$ cat config.mk
export PLATFORM = sky130hd
export DESIGN_NAME = pwrbtn_ctrl
export DESIGN_NICKNAME = d
export VERILOG_FILES = /design/src/rtl/pwrbtn_pkg.sv /design/src/rtl/pwrbtn_debounce.sv /design/src/rtl/pwrbtn_hold_timer.sv /design/src/rtl/pwrbtn_event.sv /design/src/rtl/pwrbtn_ctrl.sv
export SDC_FILE = /design/constraint.sdc
export NUM_CORES = 1
export LEC_CHECK = 0
export BUFFER_PORTS_ARGS = -buffer_cell sky130_fd_sc_hd__buf_2
export CAP_MARGIN = 20
export CORE_MARGIN = 2
export CORE_UTILIZATION = 56
export DETAILED_ROUTE_END_ITERATION = 6
export PLACE_DENSITY = 0.76
export SYNTH_ARGS = -nofsm -noshare
export SYNTH_HDL_FRONTEND = slang
export SYNTH_HIERARCHICAL = 1
export SYNTH_SLANG_ARGS = --single-unit
export TNS_END_PERCENT = 10
$ cat constraint.sdc
create_clock -name clk -period 1.6 [get_ports clk]
set_clock_uncertainty 0.15 [all_clocks]
set_input_delay 0.16 -clock clk [delete_from_list [all_inputs] [get_ports clk]]
set_output_delay 0.16 -clock clk [all_outputs]
set_load 0.05 [all_outputs]
$ cat src/rtl/pwrbtn_pkg.sv
package pwrbtn_pkg;

    // Selects the moment at which a button event is recorded.
    typedef enum logic {
        EVT_ON_RELEASE = 1'b0,
        EVT_ON_PRESS   = 1'b1
    } evt_mode_e;

    // Debounced button edges, one cycle wide.
    typedef struct packed {
        logic pressed;
        logic released;
    } btn_edge_t;

endpackage

$ cat src/rtl/pwrbtn_debounce.sv
module pwrbtn_debounce #(
    parameter int unsigned RUN_LEN = 2
) (
    input  logic clk,
    input  logic rst_n,
    input  logic pin_n,
    input  logic tick,
    output logic level_n_o
);
    localparam int unsigned RW = $clog2(RUN_LEN + 1);
    localparam logic [RW-1:0] RUN_MAX = RW'(RUN_LEN);

    typedef struct packed {
        logic [1:0]    sync;
        logic          samp;
        logic [RW-1:0] run;
        logic          level;
    } deb_t;

    deb_t st_d, st_q;

    always_comb begin
        st_d      = st_q;
        st_d.sync = {st_q.sync[0], pin_n};
        if (tick) begin
            if (st_q.sync[1] == st_q.samp) begin
                if (st_q.run < RUN_MAX) begin
                    st_d.run = st_q.run + RW'(1);
                end
            end else begin
                st_d.run = RW'(1);
            end
            st_d.samp = st_q.sync[1];
            if (st_d.run == RUN_MAX) begin
                st_d.level = st_q.sync[1];
            end
        end
    end

    always_ff @(posedge clk or negedge rst_n) begin
        if (!rst_n) begin
            st_q <= '{sync: 2'b11, samp: 1'b1, run: RUN_MAX, level: 1'b1};
        end else begin
            st_q <= st_d;
        end
    end

    assign level_n_o = st_q.level;

endmodule

$ cat src/rtl/pwrbtn_hold_timer.sv
module pwrbtn_hold_timer #(
    parameter int unsigned HOLD_TICKS = 4000
) (
    input  logic clk,
    input  logic rst_n,
    input  logic pressed,
    input  logic tick,
    output logic done_o
);
    localparam int unsigned CW = $clog2(HOLD_TICKS + 1);
    localparam logic [CW-1:0] CNT_MAX = CW'(HOLD_TICKS);

    typedef struct packed {
        logic [CW-1:0] cnt;
    } hold_t;

    hold_t st_d, st_q;

    always_comb begin
        st_d = st_q;
        if (!pressed) begin
            st_d.cnt = '0;
        end else if (tick && (st_q.cnt < CNT_MAX)) begin
            st_d.cnt = st_q.cnt + CW'(1);
        end
    end

    always_ff @(posedge clk or negedge rst_n) begin
        if (!rst_n) begin
            st_q <= '{cnt: '0};
        end else begin
            st_q <= st_d;
        end
    end

    assign done_o = (st_q.cnt == CNT_MAX);

endmodule

$ cat src/rtl/pwrbtn_event.sv
module pwrbtn_event
    import pwrbtn_pkg::*;
(
    input  logic clk,
    input  logic rst_n,
    input  logic pressed,
    input  logic press_only,
    input  logic power_cut,
    input  logic sts_clr,
    input  logic evt_en,
    output logic sts_set_o,
    output logic sts_o,
    output logic evt_req_o
);
    typedef struct packed {
        logic prev;
        logic sts;
    } evt_t;

    evt_t      st_d, st_q;
    btn_edge_t edge_c;
    evt_mode_e mode_c;

    always_comb begin
        mode_c          = evt_mode_e'(press_only);
        edge_c.pressed  = pressed && !st_q.prev;
        edge_c.released = !pressed && st_q.prev;

        sts_set_o = 1'b0;
        if (!power_cut) begin
            if (mode_c == EVT_ON_PRESS) begin
                sts_set_o = edge_c.pressed;
            end else begin
                sts_set_o = edge_c.released;
            end
        end

        st_d      = st_q;
        st_d.prev = pressed;
        if (sts_set_o) begin
            st_d.sts = 1'b1;
        end else if (sts_clr) begin
            st_d.sts = 1'b0;
        end
    end

    always_ff @(posedge clk or negedge rst_n) begin
        if (!rst_n) begin
            st_q <= '{prev: 1'b0, sts: 1'b0};
        end else begin
            st_q <= st_d;
        end
    end

    assign sts_o     = st_q.sts;
    assign evt_req_o = st_q.sts && evt_en;

endmodule

$ cat src/rtl/pwrbtn_ctrl.sv
module pwrbtn_ctrl #(
    parameter int unsigned DEB_RUN    = 2,
    parameter int unsigned HOLD_TICKS = 4000
) (
    input  logic clk,
    input  logic rst_n,
    input  logic btn_n,
    input  logic tick_1ms,
    input  logic press_only,
    input  logic ovr_en,
    input  logic sts_clr,
    input  logic evt_en,
    output logic sts_o,
    output logic evt_req_o,
    output logic pwr_on_n_o
);
    typedef struct packed {
        logic off;
    } ctl_t;

    ctl_t st_d, st_q;
    logic deb_level_n;
    logic btn_pressed;
    logic hold_done;
    logic sts_set;

    pwrbtn_debounce #(.RUN_LEN(DEB_RUN)) u_deb (
        .clk       (clk),
        .rst_n     (rst_n),
        .pin_n     (btn_n),
        .tick      (tick_1ms),
        .level_n_o (deb_level_n)
    );

    assign btn_pressed = !deb_level_n;

    pwrbtn_hold_timer #(.HOLD_TICKS(HOLD_TICKS)) u_hold (
        .clk     (clk),
        .rst_n   (rst_n),
        .pressed (btn_pressed),
        .tick    (tick_1ms),
        .done_o  (hold_done)
    );

    pwrbtn_event u_evt (
        .clk        (clk),
        .rst_n      (rst_n),
        .pressed    (btn_pressed),
        .press_only (press_only),
        .power_cut  (st_q.off),
        .sts_clr    (sts_clr),
        .evt_en     (evt_en),
        .sts_set_o  (sts_set),
        .sts_o      (sts_o),
        .evt_req_o  (evt_req_o)
    );

    always_comb begin
        st_d = st_q;
        if (hold_done && ovr_en) begin
            st_d.off = 1'b1;
        end
    end

    always_ff @(posedge clk or negedge rst_n) begin
        if (!rst_n) begin
            st_q <= '{off: 1'b0};
        end else begin
            st_q <= st_d;
        end
    end

    assign pwr_on_n_o = st_q.off;

endmodule

==> results of run 1 <==
area by class of cell:
cell class	instances	area share
timing repair buffer	17	0.0921
multi-input combinational	75	0.412
clock buffer	3	0.0180
clock inverter	1	0.00601
sequential	21	0.425
inverter	7	0.0210
tap	25	0.0250
power groups by stage:
stage / logic [mW] / registers (mW) / clock network (mW)
after floorplan: 0.131 / 0.648 / 0
after global placement: 0.217 / 0.617 / 0
after detailed placement: 0.228 / 0.619 / 0
after CTS: 0.238 / 0.609 / 0.273
after global routing: 0.270 / 0.614 / 0.296
final: 0.237 / 0.607 / 0.267
state kept, by name (all words and copies together), names as in the netlist:
name,cells
u_evt/sts_o,1
u_deb/st_q,4
u_hold/st_q,12
u_deb/st_d,1
u_deb/level_n_o,1
u_evt/st_q,1
pwr_on_n_o,1
repair_timing:
action / CTS / global route
endpoints found under the setup margin: 1 / 6
hold buffers: 5 / 0
hold endpoints to repair: 25 / 0
gates resized for setup: 1 / 3
critical path: cells and delay by family, from the launching register on:
family	cells	cell delay, ns
flops	1	0.42
simple gates	3	0.79
compound gates	1	0.16
layer usage:
layer / wire length (um) / vias to the layer above / track usage
li1: - / 412 / -
met4: 18 / 0 / 0.0973
met1: 1010 / 386 / 0.301
met5: 0 / - / 0
met3: 119 / 2 / 0.0453
met2: 993 / 30 / 0.344
worst max-delay path by stage:
| stage | start | to | slack [ns] | depth (start not counted) |
|---|---|---|---|---|
| floorplan | u_evt/sts_o$_DFFE_PN0P_ | evt_req_o | 0.17 | 1 |
| detailed placement | u_hold/st_q[1]$_DFFE_PN0P_ | u_hold/st_q[10]$_DFFE_PN0P_ | -0.02 | 4 |
| global route | u_hold/st_q[1]$_DFFE_PN0P_ | u_hold/st_q[10]$_DFFE_PN0P_ | -0.01 | 5 |
| CTS | u_hold/st_q[1]$_DFFE_PN0P_ | u_hold/st_q[10]$_DFFE_PN0P_ | 0.03 | 5 |
| global placement | u_hold/st_q[1]$_DFFE_PN0P_ | u_hold/st_q[10]$_DFFE_PN0P_ | 0.05 | 4 |
| finish | u_hold/st_q[10]$_DFFE_PN0P_ | pwr_on_n_o$_DFFE_PN0P_ | 0.04 | 4 |
==> reports/summary.json, run 1 <==
{
  "floorplanning": {
    "floorplan.die_area_um2": 2280,
    "dieWidth_um": 47.8,
    "std_cell_rows": 15,
    "floorplan.io_pins": 11,
    "dieHeight_um": 47.8,
    "initial_utilization": 0.609,
    "core_region_area_um2": 1760
  },
  "power": {
    "power.net_switching_mw": 0.349,
    "total_chip_power_mw": 1.11,
    "p_per_area_nw_per_um2": 889,
    "power_frac_seq": 0.547,
    "power_report.internal_total_mw": 0.762,
    "peakVddDrop_v": 0.000767,
    "switching_part_of_the_total": 0.314,
    "combinational_fraction_of_design_power": 0.213,
    "total_leakage_power_nw": 0.553,
    "p_clk_frac": 0.240
  },
  "route": {
    "routedWlPerCell_um": 14.3,
    "final_antenna_net_count": 0,
    "post_drt_via_cell_ratio": 5.57,
    "num_vias": 830,
    "drt-total-wl_mm": 2.14,
    "drt_drc_violations_left": 0,
    "firstDrtPassIters": 4,
    "detail_route.iter0.violations": 14
  },
  "timing": {
    "max_clock_freq_mhz": 642,
    "setup_repair_after_global_routing_missed_its_margin": "true",
    "finalHoldViolations": 0,
    "totalNegativeSetupSlack_ns": 0,
    "period_share": 0.974,
    "finalWorstPathRequiredPeriod_ns": 1.56,
    "slew_violations": 0,
    "max_slew.worst_pin.slew_ns": 0.453,
    "postLayoutSetupSlackWorst_ns": 0.0416,
    "slew_headroom": 0.698,
    "final.hold.worst_slack_ns": 0.0379,
    "setup_viol": 0
  },
  "critical_path": {
    "cell_chain_critical_path": "and4_1, nand4_1, nor4_1, a21o_1",
    "worst_reg_to_reg_cells": 4,
    "crit_path_end_kind": "flip-flop",
    "r2r_slack_ns": 0.04,
    "critical_path_peak_fanout": 7,
    "data_arrival_time_at_the_worst_slack_endpoint_ns": 1.67,
    "start_kind": "flip-flop",
    "max_stage_delay_ns": 0.43,
    "worstPathRequired_ns": 1.71,
    "r2r_start": "u_hold/st_q[10]$_DFFE_PN0P_",
    "crit_type": "reg2reg",
    "critical-path-slowest-cell": "and4_1",
    "worst_r2r_endpoint": "pwr_on_n_o$_DFFE_PN0P_"
  },
  "final_layout": {
    "finalInstanceArea_um2": 1250,
    "layout.cells.non_filler": 149,
    "layout_common_cells": "16 x dfrtp_1, 10 x buf_2, 10 x nor2_1, 8 x nand2_1, 7 x inv_1",
    "ff_latch_area_um2": 532,
    "utilization_after_layout": 0.709,
    "final_common_cell": "dfrtp_1",
    "num-nets-final": 136,
    "insertedDiodeCount": 0,
    "area_growth_pct": 16.4,
    "multiInputGateArea_um2": 515,
    "post_route_cells_drive_above_1_share": 0.234,
    "fillers": 153
  },
  "flow_run": {
    "drv_cap": 0
  },
  "worst_hold_path": {
    "min_delay_path_depth": 3,
    "whs_endpoint": "u_deb/st_q[2]$_DFFE_PN1P_",
    "worstHoldStart": "tick_1ms",
    "hp-class": "in2reg"
  },
  "placement": {
    "io_buffers": 10,
    "place.gp.congestion": 0.813,
    "preCtsSetupSlack_ns": -0.0214,
    "placedCellCount": 140,
    "post-dp-hpwl_mm": 1.38,
    "dpl-instance-area_um2": 1150
  },
  "cts": {
    "clock_sink_count": 21,
    "cts_tree": "built",
    "worst_setup_hold_path_clk_slew_ns": 0.13,
    "worstSkewPairLatency_ns": 0.31,
    "tritoncts.num_buffers": 3,
    "cts_max_level": 1,
    "root_buffer": "clkbuf_4",
    "cts_max_path_buffers": 2,
    "post-cts-setup-buffers": 0
  },
  "logic_synthesis": {
    "netlist_instances": 105,
    "syn-num-nets": 116,
    "synth.cell_area_um2": 1070,
    "syn_avg_cell_area_um2": 10.2,
    "synthesis.yosys.warnings": 6
  },
  "grt": {
    "antenna_found_initial": 0,
    "globalRoute.totalOverflow": 0,
    "grt_start_max_net_pins": 22,
    "grt_pass1_vias": 778,
    "globalRouteTotalUtil": 0.222,
    "grt_pass1_wl_mm": 3.40
  },
  "status": {
    "status": "finished clean"
  }
}
No activity file was read; power rests on OpenSTA's default activity.
==> inputs of run 2 (changes only) <==
CORE_ASPECT_RATIO = 1.4   (was not set)
==> run 2 against run 1 <==
Net effect: first-iteration DRC count up 110%; setup slack better by 0.020 ns; die area up 0.21%; final cell count down 0.67%; sequential share of layout area down 1.1 points; global-route usage down 1.2 points; largest power group unchanged; fmax up 1.3%; clock-buffer cell count up 1; critical endpoint is now u_hold/st_q[6]$_DFFE_PN0P_; critical path depth up 1; critical path type unchanged; power down 1.1%.
==> reports/summary.json, run 2 (synthesis gave the netlist of run 1 again) <==
{
  "critical_path": {
    "crit_path_max_delay_family": "flip-flops",
    "worst_reg_to_reg_cells": {"value": 5, "change": "+1"},
    "r2r_slack": {"value": 0.06, "unit": "ns", "change": "+0.02 ns"},
    "crit_type": "reg2reg",
    "data_arrival_time_at_the_worst_slack_endpoint": {"value": 1.57, "unit": "ns", "change": "-0.10 ns"},
    "r2r_start": "u_hold/st_q[1]$_DFFE_PN0P_",
    "critPathBufInv": {"value": 0, "change": "unchanged"},
    "start_kind": "flip-flop",
    "cell_chain_critical_path": "ha_2, nand3_2, a211oi_2, xnor2_1, nor2_1",
    "critical_path_peak_fanout": {"value": 5, "change": "-2"},
    "critical-path-slowest-cell": "dfrtp_1",
    "worstPathRequired": {"value": 1.63, "unit": "ns", "change": "-0.08 ns"},
    "max_stage_delay": {"value": 0.42, "unit": "ns", "change": "about the same"},
    "crit_path_end_kind": "flip-flop",
    "critical_path.endpoint": "u_hold/st_q[6]$_DFFE_PN0P_",
    "worstSetupPathDepth": {"value": 5, "change": "+1"},
    "worst_r2r_endpoint": "u_hold/st_q[6]$_DFFE_PN0P_",
    "setup.worst_path.start": "u_hold/st_q[1]$_DFFE_PN0P_"
  },
  "placement": {
    "place.gp.congestion": {"value": 0.933, "change": "+15%"},
    "post-dp-hpwl": {"value": 1.48, "unit": "mm", "change": "+7.3%"},
    "io_buffers": {"value": 10, "change": "unchanged"},
    "dpl-instance-area": {"value": 1180, "unit": "um2", "change": "+2.1%"}
  },
  "final_layout": {
    "final_common_cell": "dfrtp_1",
    "finalInstanceArea": {"value": 1280, "unit": "um2", "change": "+2.7%"},
    "fillers": {"value": 124, "change": "-19%"},
    "layout_common_cells": "16 x dfrtp_1, 10 x buf_2, 10 x nor2_1, 8 x nand2_1, 7 x inv_1",
    "layout_top_registers": "u_hold/st_q: 12 flops, u_deb/st_q: 4 flops",
    "registers.top_by_ff_count": "u_hold/st_q",
    "utilization_after_layout": {"value": 0.722, "change": "+0.0130"},
    "largest_reg_flops": {"value": 12, "change": "unchanged"},
    "insertedDiodeCount": {"value": 0, "change": "unchanged"},
    "area_growth_pct": 19.6,
    "num-nets-final": {"value": 140, "change": "+2.9%"},
    "post_route_cells_drive_above_1_share": {"value": 0.258, "change": "+0.0239"}
  },
  "status": {
    "status": "finished clean"
  },
  "route": {
    "firstDrtPassIters": {"value": 4, "change": "unchanged"},
    "drt_drc_violations_left": {"value": 0, "change": "unchanged"},
    "num_vias": {"value": 878, "change": "+5.8%"},
    "post_drt_via_cell_ratio": {"value": 5.93, "change": "+6.5%"},
    "routedWlPerCell": {"value": 15.0, "unit": "um", "change": "+4.3%"},
    "detail_route.iter0.violations": {"value": 30, "change": "+16"},
    "drt-total-wl": {"value": 2.22, "unit": "mm", "change": "+3.6%"},
    "final_antenna_net_count": {"value": 0, "change": "unchanged"}
  },
  "cts": {
    "cts_max_level": {"value": 1, "change": "unchanged"},
    "root_buffer": "clkbuf_4",
    "worstSkewPairLatency": {"value": 0.29, "unit": "ns", "change": "-0.02 ns"},
    "cts_tree": "built",
    "cts_max_path_buffers": {"value": 2, "change": "unchanged"},
    "clock_sink_count": {"value": 21, "change": "unchanged"},
    "tritoncts.num_buffers": {"value": 3, "change": "unchanged"},
    "worst_setup_hold_path_clk_slew": {"value": 0.11, "unit": "ns", "change": "-0.02 ns"}
  },
  "grt": {
    "grt.met2_usage": {"value": 0.335, "change": "-0.00918"},
    "globalRoute.totalOverflow": {"value": 0, "change": "unchanged"},
    "grt_pass1_vias": {"value": 807, "change": "+3.7%"},
    "globalRouteTotalUtil": {"value": 0.209, "change": "-0.0122"},
    "global_route.peak_usage_layer": "met2",
    "grt.met3_usage": {"value": 0.0360, "change": "-0.00928"},
    "antenna_found_initial": {"value": 0, "change": "unchanged"},
    "grt_pass1_wl": {"value": 3.35, "unit": "mm", "change": "-1.4%"},
    "global_route.usage.met1": {"value": 0.266, "change": "-0.0347"},
    "grt_start_max_net_pins": {"value": 22, "change": "unchanged"}
  },
  "floorplanning": {
    "floorplan.die_area": {"value": 2290, "unit": "um2", "change": "+0.21%"},
    "dieWidth": {"value": 41.0, "unit": "um", "change": "-14%"},
    "initial_utilization": {"value": 0.603, "change": "-0.00513"},
    "floorplan.io_pins": {"value": 11, "change": "unchanged"},
    "core_region_area": {"value": 1780, "unit": "um2", "change": "+0.85%"},
    "dieHeight": {"value": 55.8, "unit": "um", "change": "+17%"},
    "std_cell_rows": {"value": 18, "change": "+3"}
  },
  "timing": {
    "max_clock_freq": {"value": 650, "unit": "MHz", "change": "+1.3%"},
    "max_slew.worst_pin.slew": {"value": 0.459, "unit": "ns", "change": "+0.00620 ns"},
    "slew_headroom": {"value": 0.694, "change": "-0.00414"},
    "setup_viol": {"value": 0, "change": "unchanged"},
    "finalWorstPathRequiredPeriod": {"value": 1.54, "unit": "ns", "change": "-0.0197 ns"},
    "period_share": {"value": 0.962, "change": "-0.0123"},
    "slew_violations": {"value": 0, "change": "unchanged"},
    "finalHoldViolations": {"value": 0, "change": "unchanged"}
  },
  "power": {
    "total_leakage_power": {"value": 0.571, "unit": "nW", "change": "+3.3%"},
    "peakVddDrop": {"value": 0.000578, "unit": "V", "change": "-25%"},
    "p_per_area": {"value": 856, "unit": "nW/um2", "change": "-3.7%"}
  },
  "worst_hold_path": {
    "hp-class": "in2reg"
  },
  "flow_run": {
    "drv_cap": {"value": 0, "change": "unchanged"}
  }
}
==> run 2: cell type report <==
| class | instances | area, um2 | area share |
|---|---|---|---|
| sequential | 21 | 532 | 0.414 |
| clock buffer | 4 | 26.3 | 0.0205 |
| inverter | 7 | 26.3 | 0.0205 |
| timing repair buffer | 21 | 145 | 0.113 |
| tap | 20 | 25.0 | 0.0195 |
| multi-input combinational | 75 | 529 | 0.412 |
==> run 2: repair_timing <==
action | in CTS | in global routing
setup buffers | 0 | 0
hold buffers | 5 | 0
setup endpoints to repair | 0 | 5
endpoints found under the hold margin | 25 | 0
resized for setup | 0 | 7
==> run 2: power breakdown <==
group	internal [mW]	leakage [nW]	switching (mW)	total, mW
logic	0.0901	0.284	0.158	0.248
registers	0.584	0.271	0.0258	0.610
clock network	0.0969	0.0150	0.144	0.241
total	0.771	0.571	0.327	1.10
==> run 2: stage by stage <==
step	worst slack (ns)	hold slack, ns	setup TNS, ns	total power [mW]	cells
2_1_floorplan	0.172	-0.286	0	0.778	105
5_1_grt	-0.0331	0.169	-0.0492	1.17	148
6_report	0.0612	0.180	0	1.10	148
3_5_place_dp	0.00632	-0.0142	0	0.858	139
3_3_place_gp	0.0506	-0.0213	0	0.848	139
4_1_cts	0.0182	0.170	0	1.11	148
==> run 2: how the worst min path moves through the flow <==
stage	start	to	depth (start not counted)
floorplan	rst_n	pwr_on_n_o$_DFFE_PN0P_	0
global placement	rst_n	u_hold/st_q[2]$_DFFE_PN0P_	1
detailed placement	rst_n	u_deb/st_q[1]$_DFFE_PN0P_	1
CTS	press_only	u_evt/sts_o$_DFFE_PN0P_	3
global route	press_only	u_evt/sts_o$_DFFE_PN0P_	3
finish	press_only	u_evt/sts_o$_DFFE_PN0P_	3
==> run 2: routing by layer <==
layer  part of all wire  wire length [um]
met5                  0                 0
met1               0.41               899
met2               0.52              1160
met4              0.022                48
met3              0.046               103
==> run 2: worst register-to-register path: stages, from the launching register on <==
cell and delay (ns):
dfrtp_1 0.42, ha_2 0.23, nand3_2 0.16, a211oi_2 0.26, xnor2_1 0.15, nor2_1 0.06
